**config.mk**
```make
export PLATFORM = sky130hd
export DESIGN_NAME = pterm_steer_alloc
export DESIGN_NICKNAME = d
export VERILOG_FILES = /design/src/rtl/ptsa_pkg.sv /design/src/rtl/ptsa_rst_sync.sv /design/src/rtl/ptsa_cluster_arb.sv /design/src/rtl/ptsa_sum_unit.sv /design/src/rtl/ptsa_xor_cell.sv /design/src/rtl/pterm_steer_alloc.sv
export SDC_FILE = /design/constraint.sdc
export NUM_CORES = 1
export LEC_CHECK = 0
export BUFFER_PORTS_ARGS = -buffer_cell sky130_fd_sc_hd__clkbuf_2
export CAP_MARGIN = 0
export CELL_PAD_IN_SITES_DETAIL_PLACEMENT = 0
export CELL_PAD_IN_SITES_GLOBAL_PLACEMENT = 1
export CORE_MARGIN = 2
export CORE_UTILIZATION = 41
export CTS_CLUSTER_SIZE = 10
export DETAILED_ROUTE_END_ITERATION = 7
export PLACE_DENSITY_LB_ADDON = 0.05
export SETUP_SLACK_MARGIN = 0.1
export SYNTH_ARGS = -nofsm -noshare
export SYNTH_HDL_FRONTEND = slang
export SYNTH_SLANG_ARGS = --single-unit
```
**constraint.sdc**
```tcl
create_clock -name clk -period 2.6 [get_ports clk]
set_clock_uncertainty 0.2 [all_clocks]
set_input_delay 0.52 -clock clk [delete_from_list [all_inputs] [get_ports clk]]
set_output_delay 0.52 -clock clk [all_outputs]
set_load 0.05 [all_outputs]
```
**src/rtl/ptsa_pkg.sv**
```systemverilog
package ptsa_pkg;
  localparam int PTSA_NMC         = 16; // macrocells and clusters
  localparam int PTSA_CW          = 5;  // terms per cluster
  localparam int PTSA_SPAN        = 2;  // claim reach each side of home
  localparam int PTSA_SYNC_LIMIT  = 20; // max summed terms, synchronous
  localparam int PTSA_ASYNC_LIMIT = 18; // max summed terms, asynchronous
  localparam int PTSA_RSV         = 2;  // top home terms held back in async mode
endpackage

```
**src/rtl/ptsa_rst_sync.sv**
```systemverilog
module ptsa_rst_sync (
  input  logic clk,
  input  logic rst_n,
  output logic rst_sync_n
);
  logic [1:0] stage_q;
  logic [1:0] stage_d;

  always_comb begin
    stage_d = {stage_q[0], 1'b1};
  end

  always_ff @(posedge clk or negedge rst_n) begin
    if (!rst_n) stage_q <= 2'b00;
    else        stage_q <= stage_d;
  end

  assign rst_sync_n = stage_q[1];
endmodule

```
**src/rtl/ptsa_cluster_arb.sv**
```systemverilog
// Picks one claimant for a cluster: the lowest candidate slot wins.
module ptsa_cluster_arb #(
  parameter int WIN = 5
) (
  input  logic [WIN-1:0] req_i,
  output logic [WIN-1:0] grant_o,
  output logic           conflict_o
);
  always_comb begin
    grant_o    = req_i & (~req_i + WIN'(1));
    conflict_o = |(req_i & (req_i - WIN'(1)));
  end
endmodule

```
**src/rtl/ptsa_sum_unit.sv**
```systemverilog
// Forms one macrocell sum from the clusters in its claim window and counts
// the routed terms against the mode limit.
module ptsa_sum_unit #(
  parameter int CW          = 5,
  parameter int SPAN        = 2,
  parameter int RSV         = 2,
  parameter int SYNC_LIMIT  = 20,
  parameter int ASYNC_LIMIT = 18
) (
  input  logic [(2*SPAN+1)*CW-1:0] pt_win_i,
  input  logic [2*SPAN:0]          gnt_win_i,
  input  logic [2*SPAN:0]          split_win_i,
  input  logic [2*SPAN:0]          async_win_i,
  output logic                     sum_o,
  output logic                     over_o
);
  localparam int WIN  = 2*SPAN + 1;
  localparam int CNTW = $clog2(WIN*CW + 1);

  logic [CNTW-1:0] cnt;
  logic [CNTW-1:0] limit;
  logic            acc;

  always_comb begin
    cnt = '0;
    acc = 1'b0;
    for (int k = 0; k < WIN; k++) begin
      for (int t = 0; t < CW; t++) begin
        logic take;
        take = 1'b0;
        if (!(async_win_i[k] && (t >= CW - RSV))) begin
          if (t == 0 && k == SPAN)
            take = gnt_win_i[k] | split_win_i[k];
          else if (t == 0)
            take = gnt_win_i[k] & ~split_win_i[k];
          else
            take = gnt_win_i[k];
        end
        cnt = cnt + CNTW'(take);
        acc = acc | (take & pt_win_i[k*CW + t]);
      end
    end
  end

  always_comb begin
    limit  = async_win_i[SPAN] ? CNTW'(ASYNC_LIMIT) : CNTW'(SYNC_LIMIT);
    sum_o  = acc;
    over_o = (cnt > limit);
  end
endmodule

```
**src/rtl/ptsa_xor_cell.sv**
```systemverilog
module ptsa_xor_cell (
  input  logic clk,
  input  logic rst_sync_n,
  input  logic sum_i,
  input  logic xsel_i,
  input  logic xpol_i,
  output logic d_o,
  output logic q_o
);
  logic q_q;
  logic d_w;

  always_comb begin
    d_w = sum_i ^ (xsel_i ? q_q : xpol_i);
  end

  always_ff @(posedge clk or negedge rst_sync_n) begin
    if (!rst_sync_n) q_q <= 1'b0;
    else             q_q <= d_w;
  end

  assign d_o = d_w;
  assign q_o = q_q;
endmodule

```
**src/rtl/pterm_steer_alloc.sv**
```systemverilog
module pterm_steer_alloc
  import ptsa_pkg::*;
#(
  parameter int NMC         = PTSA_NMC,
  parameter int CW          = PTSA_CW,
  parameter int SPAN        = PTSA_SPAN,
  parameter int SYNC_LIMIT  = PTSA_SYNC_LIMIT,
  parameter int ASYNC_LIMIT = PTSA_ASYNC_LIMIT,
  parameter int RSV         = PTSA_RSV
) (
  input  logic                          clk,
  input  logic                          rst_n,
  input  logic [NMC*CW-1:0]             pt_i,
  input  logic [NMC*(2*SPAN+1)-1:0]     claim_i,
  input  logic [NMC-1:0]                split_i,
  input  logic [NMC-1:0]                async_i,
  input  logic [NMC-1:0]                xsel_i,
  input  logic [NMC-1:0]                xpol_i,
  output logic [NMC-1:0]                d_o,
  output logic [NMC-1:0]                q_o,
  output logic                          cfg_err_o
);
  localparam int WIN  = 2*SPAN + 1;
  localparam int PADW = SPAN*CW;
  localparam int NPAD = NMC + 2*SPAN;

  logic rst_sync_n;

  ptsa_rst_sync u_rst (
    .clk        (clk),
    .rst_n      (rst_n),
    .rst_sync_n (rst_sync_n)
  );

  // Requests per cluster; slot m is candidate macrocell c+m-SPAN.
  logic [WIN-1:0] req_c   [NMC];
  logic [WIN-1:0] grant_c [NMC];
  logic [NMC-1:0] conflict_v;
  // Grants per macrocell; slot k is cluster i+k-SPAN.
  logic [WIN-1:0] gnt_m   [NMC];
  logic           unused_edge_claims;
  logic           unused_edge_grants;

  always_comb begin : p_req
    for (int c = 0; c < NMC; c++) begin
      for (int m = 0; m < WIN; m++) begin
        req_c[c][m] = 1'b0;
        if ((c + m - SPAN >= 0) && (c + m - SPAN < NMC))
          req_c[c][m] = claim_i[(c + m - SPAN)*WIN + (2*SPAN - m)];
      end
    end
  end

  // Claims aimed past either end of the array reach no cluster.
  always_comb begin : p_edge_claims
    logic fold;
    fold = 1'b0;
    for (int j = 0; j < NMC; j++) begin
      for (int k = 0; k < WIN; k++) begin
        if ((j + k - SPAN < 0) || (j + k - SPAN >= NMC))
          fold = fold ^ claim_i[j*WIN + k];
      end
    end
    unused_edge_claims = fold;
  end

  for (genvar c = 0; c < NMC; c++) begin : g_arb
    ptsa_cluster_arb #(.WIN(WIN)) u_arb (
      .req_i      (req_c[c]),
      .grant_o    (grant_c[c]),
      .conflict_o (conflict_v[c])
    );
  end

  always_comb begin : p_gnt
    logic fold;
    fold = 1'b0;
    for (int i = 0; i < NMC; i++) gnt_m[i] = '0;
    for (int c = 0; c < NMC; c++) begin
      for (int m = 0; m < WIN; m++) begin
        if ((c + m - SPAN >= 0) && (c + m - SPAN < NMC))
          gnt_m[c + m - SPAN][2*SPAN - m] = grant_c[c][m];
        else
          fold = fold ^ grant_c[c][m];
      end
    end
    unused_edge_grants = fold;
  end

  // Padding with empty clusters gives every macrocell a full window.
  logic [NPAD*CW-1:0] pt_pad;
  logic [NPAD-1:0]    split_pad;
  logic [NPAD-1:0]    async_pad;

  assign pt_pad    = {{PADW{1'b0}}, pt_i, {PADW{1'b0}}};
  assign split_pad = {{SPAN{1'b0}}, split_i, {SPAN{1'b0}}};
  assign async_pad = {{SPAN{1'b0}}, async_i, {SPAN{1'b0}}};

  logic [NMC-1:0] sum_v;
  logic [NMC-1:0] over_v;

  for (genvar i = 0; i < NMC; i++) begin : g_mc
    ptsa_sum_unit #(
      .CW          (CW),
      .SPAN        (SPAN),
      .RSV         (RSV),
      .SYNC_LIMIT  (SYNC_LIMIT),
      .ASYNC_LIMIT (ASYNC_LIMIT)
    ) u_sum (
      .pt_win_i    (pt_pad[i*CW +: WIN*CW]),
      .gnt_win_i   (gnt_m[i]),
      .split_win_i (split_pad[i +: WIN]),
      .async_win_i (async_pad[i +: WIN]),
      .sum_o       (sum_v[i]),
      .over_o      (over_v[i])
    );

    ptsa_xor_cell u_xor (
      .clk        (clk),
      .rst_sync_n (rst_sync_n),
      .sum_i      (sum_v[i]),
      .xsel_i     (xsel_i[i]),
      .xpol_i     (xpol_i[i]),
      .d_o        (d_o[i]),
      .q_o        (q_o[i])
    );
  end

  logic err_q;
  logic err_d;

  always_comb begin
    err_d = (|conflict_v) | (|over_v);
  end

  always_ff @(posedge clk or negedge rst_sync_n) begin
    if (!rst_sync_n) err_q <= 1'b0;
    else             err_q <= err_d;
  end

  assign cfg_err_o = err_q;
endmodule

```
==> metrics.cfg <==
[critical_path]
r2r_slack_ns = 1.07
critical_path_depth = 19
cp.arrival_ns = 5.30
slowest_delay_ns = 0.50
crit_fanout = 4
end_kind = register
timing.critical_path.mode_cell = fa_1
path_buf_inv = 3
start_kind = input pin
crit_slowest_cell = or4b_4
reg2reg_depth = 6
crit_family = adder cells
crit_type = input pin to register
reg2reg_to = g_mc[6].u_xor.q_o
crit_required_ns = 2.56
path_cells = clkbuf_2 -> nor4_2 -> buf_4 -> nand2_1 -> or2_2 -> fa_1 -> inv_1 -> fa_1 -> fa_1 -> fa_2 -> xor2_1 -> ha_1 -> nor2b_1 -> o22ai_1 -> a21oi_2 -> or4b_4 -> a2111oi_4 -> nand4_1 -> or4_1
timing.rr.start = g_mc[6].u_xor.q_o

[synthesis]
synth_fp_nets = 1693
yosysUniqueCellTypes = 63
synth_area_mm2 = 0.0100
synthArstFlopShare_pct = 100
synth-seq-cells = 19
ys.warnings.count = 0
synth_top_area_cell = fa_1
avgSynthCellArea_um2 = 8.18
yosysSeqAreaShare_pct = 4.75
synthTopCellsByArea = fa_1 (29%), ha_1 (12%), inv_1 (8.7%), dfrtp_1 (4.7%), xnor2_1 (3.9%)
yosys.area.top_type_share_pct = 29.4
synth_edf_count = 0
yosys_most_used_dff = dfrtp_1
syn_inst = 1225

[sta]
fin_crit_ns = 5.34
rsz0062_at_grt = true
final_max_slew_viol_count = 0
slew_headroom_pct = 64.3
final_min_period_over_clock_period_pct = 205
timing.final.ws_setup_ns = -2.74
hold_viol_final = 0
setup_viol = 17
fmax_mhz = 187
worstMarginPinSlew_ns = 0.521
setup_tns_ns = -5.32

[clocking]
cts_made_buffers = 3
clockRootBuffer = clkbuf_16
clk_pin_slew_ns = 0.09
clock_latency_ns = 0.28
h-tree-depth = 1
clock-sinks = 19
clock_path_buffers = 2
tritoncts = built

[power_and_ir_drop]
p_leak_nw = 8.49
p_per_area_mw_per_mm2 = 336
ir_drop_mv = 0.269

[placed_design]
place_ws_ns = -3.28
dpl_cell_area_mm2 = 0.0144
globalplace.congestion = 0.954
dp_cells = 2126
hpwl_um = 33300
port_buffers = 252

[finish]
num-fill-cells = 2106
finalNonFillerCells = 2172
diodes = 0
drive_above_1_share_pct = 46.4
area_delta_synth_final_pct = 61.5
mostFrequentLayoutCell = buf_4
final_cell_mix = buf_4 (364), inv_1 (221), clkbuf_2 (202)
multi_input_area_mm2 = 0.00932
final_area_mm2 = 0.0162
area.sequential_um2 = 475
nNetsFinal = 2317

[die]
start_util_pct = 41.4
core_mm2 = 0.0242
die_y_um = 160
die_x_um = 160
pin_count = 259
dieArea_mm2 = 0.0257
rows = 57

[detailed_routing]
detail_route.first_pass.iterations = 5
drc_errors = 0
wirelength_um = 37600
routedWlPerCell_um = 17.3
first_iter_violations = 490
postRouteAntennaNets = 0
vias_per_cell = 4.96
vias = 10781

[global_route]
first_global_vias = 11431
grt_overflow_total = 0
antenna_found_initial = 1
track_usage_pct = 29.8
grt_start_max_net_pins = 14
grt_pass1_wl_um = 59500

[outcome]
violations = setup timing
status = complete, but fails checks

[job]
drv_cap = 0

[min_path]
min_path_type = register to async pin

## area by class of cell
| class | count | area share, % |
|---|---|---|
| clock buffer | 3 | 0.464 |
| sequential | 19 | 2.94 |
| inverter | 233 | 5.50 |
| tap | 324 | 2.51 |
| clock inverter | 1 | 0.0309 |
| multi-input combinational | 935 | 57.6 |
| timing repair buffer | 657 | 31.0 |
## cells in the mapped netlist, types with 4 or more instances
master	count
inv_1	233
fa_1	147
ha_1	95
nor2_1	88
nand2_1	71
nand2b_1	60
o21ai_0	53
xnor2_1	45
a21oi_1	43
nor2b_1	43
or2_2	36
buf_4	32
o22ai_1	26
dfrtp_1	19
mux2i_1	18
nor3_1	16
a21o_1	15
xor2_1	15
nor3b_1	14
nand3_1	12
nor4_1	12
or3_1	11
a31oi_1	9
nand4_1	9
o21bai_1	9
o211ai_1	8
a22oi_1	7
o21a_1	7
and3_1	6
a211oi_1	5
o221ai_1	5
a221oi_1	4
o2111ai_1	4
## metal layers
metal | GRT usage [%] | vias to the layer above | routed length (um)
li1 | - | 5247 | -
met1 | 39.0 | 5158 | 16200
met2 | 51.0 | 309 | 18000
met3 | 4.21 | 65 | 2040
met4 | 9.58 | 2 | 1370
met5 | 0 | - | 10
## state kept, by name (all words and copies together), names as in the netlist
| signal | cells |
|---|---|
| cfg_err_o | 1 |
| g_mc.u_xor.q_o | 16 |
| u_rst.stage_q | 2 |
## cell families after synthesis
| family | share of synthesized area (%) |
|---|---|
| simple gates | 21.2 |
| buf+inv | 11.6 |
| fa+ha+maj | 41.2 |
| compound gates | 14.2 |
| xor+xnor | 5.25 |
| flops | 4.75 |
| mux | 1.80 |
| other cells | 0.0374 |
## where the power goes
| part | internal, mW | total (mW) | switching [mW] |
|---|---|---|---|
| logic | 2.22 | 4.63 | 2.41 |
| clock network | 0.210 | 0.404 | 0.194 |
| registers | 0.366 | 0.404 | 0.0377 |
| total | 2.80 | 5.44 | 2.64 |
## what timing repair did
| item | in CTS | in global routing |
|---|---|---|
| hold buffers | 1 | 0 |
| pin swaps | 64 | 44 |
| hold endpoints to repair | 2 | 0 |
| setup buffers | 21 | 24 |
| endpoints found under the setup margin | 17 | 17 |
| resized for setup | 202 | 125 |
## how the worst max path moves through the flow
stage | startpoint | endpoint | slack (ns)
floorplan | claim_i[9] | cfg_err_o | -2.77
detailed placement | claim_i[49] | cfg_err_o | -3.28
finish | claim_i[58] | cfg_err_o | -2.74
global placement | claim_i[49] | cfg_err_o | -3.23
global route | claim_i[31] | cfg_err_o | -2.95
CTS | claim_i[58] | cfg_err_o | -2.75
## through the flow
step / util [%] / total power [mW] / hold WS, ns
2_1_floorplan: - / 3.11 / 0.0132
3_3_place_gp: 59.8 / 4.49 / 0.00000172
3_5_place_dp: 59.8 / 4.60 / 0.00574
4_1_cts: 64.6 / 5.34 / 0.00737
5_1_grt: 66.9 / 5.95 / 0.000972
6_report: 66.9 / 5.44 / 0.00119
## worst register-to-register path, stage by stage (launching register included)
cell	delay (ns)
dfrtp_1	0.38
mux2i_1	0.17
xor2_1	0.30
buf_4	0.16
buf_4	0.09
buf_4	0.09
buf_4	0.09
(Power assumes the default switching activity.)
